<file path="src/rtl/pscl_pkg.sv">
package pscl_pkg;
  localparam int CTRL_W  = 16;
  localparam int HI_W    = 5;
  localparam int LO_W    = 3;
  localparam int LO_LSB  = 0;
  localparam int ADJ_BIT = LO_LSB + LO_W;
  localparam int HI_LSB  = ADJ_BIT + 1;
  localparam int MUX_BIT = CTRL_W - 1;
  localparam int CNT_W   = (HI_W > LO_W) ? HI_W : LO_W;

  localparam logic [CTRL_W-1:0] CTRL_RST  = CTRL_W'(16'h0033);
  localparam logic [CTRL_W-1:0] CTRL_MASK =
      (CTRL_W'(1) << MUX_BIT) |
      (((CTRL_W'(1) << HI_W) - CTRL_W'(1)) << HI_LSB) |
      (CTRL_W'(1) << ADJ_BIT) |
      (((CTRL_W'(1) << LO_W) - CTRL_W'(1)) << LO_LSB);

  typedef struct packed {
    logic            mux;
    logic [HI_W-1:0] hi;
    logic            adj;
    logic [LO_W-1:0] lo;
  } ctrl_t;

  function automatic ctrl_t unpack_ctrl(input logic [CTRL_W-1:0] v);
    ctrl_t f;
    f.mux = v[MUX_BIT];
    f.hi  = v[HI_LSB +: HI_W];
    f.adj = v[ADJ_BIT];
    f.lo  = v[LO_LSB +: LO_W];
    return f;
  endfunction

  // The half-cycle shift needs a low phase of at least two cycles.
  function automatic logic adj_allowed(input logic adj, input logic [LO_W-1:0] lo);
    return adj && (lo != '0);
  endfunction

  // Down-counter reload values: a code C gives C+1 cycles.
  function automatic logic [CNT_W-1:0] hi_reload(input logic [HI_W-1:0] code);
    return CNT_W'(code);
  endfunction

  function automatic logic [CNT_W-1:0] lo_reload(input logic [LO_W-1:0] code);
    return CNT_W'(code);
  endfunction
endpackage

</file>
<file path="src/rtl/pscl_ctrl_reg.sv">
module pscl_ctrl_reg
  import pscl_pkg::*;
(
  input  logic              clk,
  input  logic              rst_n,
  input  logic              wr_en,
  input  logic [CTRL_W-1:0] wr_data,
  output logic [CTRL_W-1:0] rd_data,
  output ctrl_t             fields
);
  logic [CTRL_W-1:0] word_q;

  always_ff @(posedge clk or negedge rst_n) begin
    if (!rst_n)     word_q <= CTRL_RST;
    else if (wr_en) word_q <= wr_data & CTRL_MASK;
  end

  assign rd_data = word_q;
  assign fields  = unpack_ctrl(word_q);

  // a write shows up masked on the next cycle
  assert_write_masked_R2: assert property (@(posedge clk) disable iff (!rst_n)
    $past(wr_en) |-> rd_data == ($past(wr_data) & CTRL_MASK));
endmodule

</file>
<file path="src/rtl/pscl_phase_gen.sv">
module pscl_phase_gen
  import pscl_pkg::*;
(
  input  logic  clk,
  input  logic  rst_n,
  input  ctrl_t fields,
  output logic  hi_pos,
  output logic  stretch_req,
  output logic  rise_stb
);
  logic             hi_q;
  logic [CNT_W-1:0] cnt_q;
  logic [HI_W-1:0]  cur_hi;
  logic [LO_W-1:0]  cur_lo;
  logic             cur_adj;
  logic             stb_q;

  logic phase_done;
  logic start_hi;
  assign phase_done = (cnt_q == '0);
  assign start_hi   = !hi_q && phase_done;

  always_ff @(posedge clk or negedge rst_n) begin
    if (!rst_n) begin
      hi_q    <= 1'b0;
      cnt_q   <= '0;
      cur_hi  <= '0;
      cur_lo  <= '0;
      cur_adj <= 1'b0;
      stb_q   <= 1'b0;
    end else begin
      stb_q <= start_hi;
      if (phase_done) begin
        if (hi_q) begin
          hi_q  <= 1'b0;
          cnt_q <= lo_reload(cur_lo);
        end else begin
          hi_q    <= 1'b1;
          cnt_q   <= hi_reload(fields.hi);
          cur_hi  <= fields.hi;
          cur_lo  <= fields.lo;
          cur_adj <= adj_allowed(fields.adj, fields.lo);
        end
      end else begin
        cnt_q <= cnt_q - CNT_W'(1);
      end
    end
  end

  assign hi_pos      = hi_q;
  assign rise_stb    = stb_q;
  assign stretch_req = hi_q && phase_done && cur_adj;

  assert_hi_count_bound_R3: assert property (@(posedge clk) disable iff (!rst_n)
    hi_q |-> cnt_q <= CNT_W'(cur_hi));
  assert_lo_count_bound_R4: assert property (@(posedge clk) disable iff (!rst_n)
    !hi_q |-> cnt_q <= CNT_W'(cur_lo));
  assert_adj_needs_long_low_R6: assert property (@(posedge clk) disable iff (!rst_n)
    cur_adj |-> cur_lo != '0);
  assert_snapshot_held_R7: assert property (@(posedge clk) disable iff (!rst_n)
    !start_hi |=> $stable(cur_hi) && $stable(cur_lo) && $stable(cur_adj));
  assert_strobe_on_rise_R8: assert property (@(posedge clk) disable iff (!rst_n)
    $rose(hi_q) |-> stb_q);
  assert_strobe_only_high_R8: assert property (@(posedge clk) disable iff (!rst_n)
    stb_q |-> hi_q);
endmodule

</file>
<file path="src/rtl/pscl_half_stretch.sv">
module pscl_half_stretch (
  input  logic clk,
  input  logic rst_n,
  input  logic stretch_req,
  output logic ext_q
);
  // Set at mid-cycle of the last high cycle, so the extension overlaps
  // the high phase and releases at mid-cycle of the first low cycle.
  always_ff @(negedge clk or negedge rst_n) begin
    if (!rst_n) ext_q <= 1'b0;
    else        ext_q <= stretch_req;
  end
endmodule

</file>
<file path="src/rtl/pscl_top.sv">
module pscl_top
  import pscl_pkg::*;
(
  input  logic              clk,
  input  logic              rst_n,
  input  logic              wr_en,
  input  logic [CTRL_W-1:0] wr_data,
  output logic [CTRL_W-1:0] rd_data,
  output logic              ext_mux_sel,
  output logic              conv_clk,
  output logic              conv_rise
);
  ctrl_t fields;
  logic  hi_pos;
  logic  stretch_req;
  logic  ext_q;

  pscl_ctrl_reg u_reg (
    .clk(clk), .rst_n(rst_n), .wr_en(wr_en), .wr_data(wr_data),
    .rd_data(rd_data), .fields(fields)
  );

  pscl_phase_gen u_phase (
    .clk(clk), .rst_n(rst_n), .fields(fields),
    .hi_pos(hi_pos), .stretch_req(stretch_req), .rise_stb(conv_rise)
  );

  pscl_half_stretch u_stretch (
    .clk(clk), .rst_n(rst_n), .stretch_req(stretch_req), .ext_q(ext_q)
  );

  assign conv_clk    = hi_pos | ext_q;
  assign ext_mux_sel = fields.mux;

  // the stretch never reaches past the first low cycle
  assert_stretch_inside_high_R5: assert property (@(posedge clk) disable iff (!rst_n)
    ext_q |-> hi_pos);
  // the first system edge after reset starts a high phase
  assert_first_rise_R10: assert property (@(posedge clk) disable iff (!rst_n)
    $rose(rst_n) |=> hi_pos);
endmodule

</file>
<file path="config.mk">
export PLATFORM = sky130hd
export DESIGN_NAME = pscl_top
export DESIGN_NICKNAME = d
export VERILOG_FILES = /design/src/rtl/pscl_pkg.sv /design/src/rtl/pscl_ctrl_reg.sv /design/src/rtl/pscl_phase_gen.sv /design/src/rtl/pscl_half_stretch.sv /design/src/rtl/pscl_top.sv
export SDC_FILE = /design/constraint.sdc
export NUM_CORES = 1
export LEC_CHECK = 0
export ABC_AREA = 1
export BUFFER_PORTS_ARGS = -buffer_cell sky130_fd_sc_hd__buf_2
export CAP_MARGIN = 10
export CORE_MARGIN = 2
export CORE_UTILIZATION = 30
export CTS_BUF_LIST = sky130_fd_sc_hd__clkbuf_8
export CTS_CLUSTER_SIZE = 30
export DETAILED_ROUTE_END_ITERATION = 12
export SYNTH_ARGS = -nofsm -noshare
export SYNTH_HDL_FRONTEND = slang
export SYNTH_SLANG_ARGS = --single-unit
</file>
<file path="constraint.sdc">
create_clock -name clk -period 1.1 [get_ports clk]
set_input_delay 0.22 -clock clk [delete_from_list [all_inputs] [get_ports clk]]
set_output_delay 0.22 -clock clk [all_outputs]
set_load 0.05 [all_outputs]
</file>
==> results by stage <==
Setup path:
- In this design, the stage delay of the slowest critical-path cell is 0.32 ns.
- Across all register-to-register paths, the minimum setup slack is -0.29 ns.
- Of all nets on the critical path, the largest fanout is 1.
- The reg-to-reg startpoint is u_phase.cnt_q[0].
- The number of cell instances on the worst register-to-register path is 4.
- The launching element type of the critical path is a flop.
- The critical path goes through or2_4 -> buf_6.
- The number of buffers and inverters on the critical path is 1.
- In this design, the largest share of critical-path delay is due to flip-flops.
- The nature of the critical path endpoint is an output port.
- The critical path in this run is classified as flop to output port.
- For the worst setup path, the data arrival time is 1.52 ns.
- For the worst setup path, the data required time is 0.88 ns.
- The largest individual stage delay along the critical path comes from the cell dfrtn_1.
- The endpoint identified for the worst register-to-register timing path is u_stretch.ext_q.

Synth:
- For this run, the number of Yosys warnings is 0.
- Synthesis produced a netlist whose cell count is 114.
- The mean area per synthesized cell is 9.14 sq um.
- For this run, the register share of the synthesized area comes to 53.3%.
- The mapped netlist covers 0.00104 sq mm.
- In this run, distinct cell masters in the synthesized netlist total 22.
- The number of storage elements in the synthesis netlist is 22.

Route:
- The first routing iteration left 15 violations.
- For this run, design rule violations remaining after detail routing come to 0.
- Summing over every cut layer, the via total after detailed routing is 859.
- The first detailed-routing pass ran for 4 iterations.
- The number of nets with antenna violations after detailed routing is 0.
- Dividing the detail-routed wire length by the instance count gives 10.9 um.
- In the routed layout, each cell is associated on average with a via count of 4.21.
- The final layout contains routed wiring with a total length of 2220 um.

Hold path:
- The origin of the worst min-delay path is wr_data[3].
- The count of cells along the worst hold path is 3.
- For hold timing, the worst endpoint is u_reg.rd_data[3].
- The worst min-delay path category is input port to flop.

Floorplanning:
- The floorplan die height is 62.9 um.
- The floorplan has 21 rows.
- During I/O placement, the number of pins put on the boundary was 38.
- The floorplan step defined a die boundary enclosing 0.00396 sq mm.
- The core region is 0.00334 sq mm.
- The starting density of the core is 31.2%.
- From left edge to right edge, the die measures 62.9 um.

Flow run:
- The tool flagged a number of max-cap violations equal to 0.

Status:
- The flow ran to the end, but the final reports show violations.
- The final reports fail on negative setup slack.

CTS:
- The register clock-pin slew on the reported worst setup and hold paths is 0.08 ns.
- Clock tree synthesis found a total of 22 sinks.
- TritonCTS built the clock tree.
- For the worst-skew pair, the clock arrives at the later sink with an insertion delay of 0.28 ns.
- The clock root buffer master is clkbuf_8.
- In this run the deepest clock path goes through 2 buffers.
- Buffers inserted during clock tree synthesis total 3.
- CTS built an H-tree with a depth of 1.

GRT:
- For this run the aggregate overflow at the end of global routing stands at 0.
- The via count of the first global-routing pass came to 887.
- The total global-route track usage is 12.1%.
- The wire length of the first global-routing pass is 3750 um.
- The number of antenna violations at the first check in global routing came to 0.
- Entering global routing, the biggest net connects 22 pins.

Cells and area:
- The area added between synthesis and finish is 46.3%.
- The fill cell total of the finished layout is 332.
- The fraction of final layout cells with drive strength greater than 1 is 48.1%.
- The library cell used most frequently in the layout, excluding fill and tap cells, is nand2_1.
- For this run, the post-layout net count is 179.
- In the layout the commonest cells are nand2_1 (27), buf_4 (21), dfrtp_1 (16), buf_2 (13), inv_1 (11).
- 0 antenna diodes ended up in the layout.

Power:
- Total power for the finished layout comes to 0.00364 W.
- The worst IR drop on VDD is 0.000927 V.
- The reported leakage power is 0.772 nW.
- The power per standard cell area is 2390 mW/mm^2.

Placement:
- During placement, the flow inserted port buffers numbering 25.
- The congestion estimate from routability-driven global placement came to 0.713.
- Summed over all nets, the half-perimeter wirelength after detailed placement is 1590 um.

STA:
- The setup-violating endpoint count in the final report is 12.
- Summed over all failing endpoints, the final setup total negative slack is -1.55 ns.
- The final hold violation count is 0.
- The final max-slew violation count is 0.
- Hold is met by 0.158 ns.
- Setup slack on the critical path of the routed design comes to -0.644 ns.
- Setup repair after global routing could not meet its margin everywhere.
- The clock arrives with 0.0118 ns of skew.
==> power breakdown <==
group | switching [W] | internal (W) | total [W]
sequential | 0.000157 | 0.00105 | 0.00120
combinational | 0.00101 | 0.000842 | 0.00185
clock | 0.000268 | 0.000320 | 0.000587
total | 0.00143 | 0.00221 | 0.00364
==> tightest hold or removal path: stages <==
cell	delay, ns
buf_2	0.08
nand2_1	0.04
o21ai_0	0.05
==> synthesized netlist by cell type (all sizes together) <==
cell	number	share of area, %
nand4	1	1.2
conb	1	0.36
nor2	7	4.8
buf	10	6.5
inv	14	5.0
nor3b	1	1.2
nand3	3	2.6
o21ai	14	6.7
or2	1	0.60
ha	1	1.2
dfstp	4	10
dfrtn	1	2.4
a21oi	1	0.48
mux2	3	3.2
nand2	34	12
dfrtp	17	41
clkinv	1	0.48
==> cell families (layout without fill, tap and decap cells) <==
| logic type | Yosys count | after routing | share of synthesized area [%] |
|---|---|---|---|
| flops | 22 | 22 | 53.3 |
| compound gates | 15 | 15 | 7.20 |
| fa+ha+maj | 1 | 1 | 1.20 |
| other cells | 1 | 6 | 0.360 |
| buf+inv | 25 | 64 | 12.0 |
| mux | 3 | 3 | 3.24 |
| simple gates | 47 | 47 | 22.7 |
==> worst max-delay path by stage <==
| stage | slack [ns] | cells after the start | endpoint | from |
|---|---|---|---|---|
| finish | -0.64 | 2 | conv_clk | u_stretch.ext_q |
| global route | -0.67 | 2 | conv_clk | u_stretch.ext_q |
| CTS | -0.65 | 2 | conv_clk | u_stretch.ext_q |
| detailed placement | -0.40 | 2 | conv_clk | u_stretch.ext_q |
| global placement | -0.39 | 2 | conv_clk | u_stretch.ext_q |
| floorplan | -0.33 | 4 | u_stretch.ext_q | u_phase.cnt_q[0] |
==> flip-flops by register name, summed over array words and instances, names as in the netlist <==
name / count
u_phase.cur_lo: 3
u_phase.hi_pos: 1
u_phase.rise_stb: 1
u_phase.cnt_q: 5
u_reg.rd_data: 10
u_stretch.ext_q: 1
u_phase.cur_adj: 1
==> timing repair <==
item	4_1_cts	5_1_grt
pin swaps	2	4
hold endpoints to repair	17	0
gates resized for setup	30	14
hold buffers	1	0
buffers inserted	5	2
gates cloned	0	0
endpoints found under the setup margin	23	19
==> final cells by class <==
type / count / area, sq um / share of cell area [%]
Clock buffer: 4 / 55.1 / 3.61
Sequential cell: 22 / 557 / 36.5
Tap cell: 46 / 57.6 / 3.77
Multi-Input combinational cell: 72 / 428 / 28.1
Timing Repair Buffer: 45 / 364 / 23.9
Inverter: 15 / 63.8 / 4.18
==> metrics by stage <==
step	utilization, %	instances	setup slack [ns]	area [sq um]
floorplan	-	119	-0.334	1080
global route	45.7	204	-0.670	1530
global placement	38.7	193	-0.392	1290
detailed placement	38.7	193	-0.399	1290
finish	45.7	204	-0.644	1530
CTS	44.5	203	-0.654	1490
==> routing by layer <==
metal	vias to the layer above	share of wire, %	track usage (%)
met4	0	1.5	5.00
met2	27	48	20.7
met1	395	45	14.9
met5	-	0	0
li1	434	-	-
met3	3	5.8	1.98
Power figures use the tool's default switching activity.
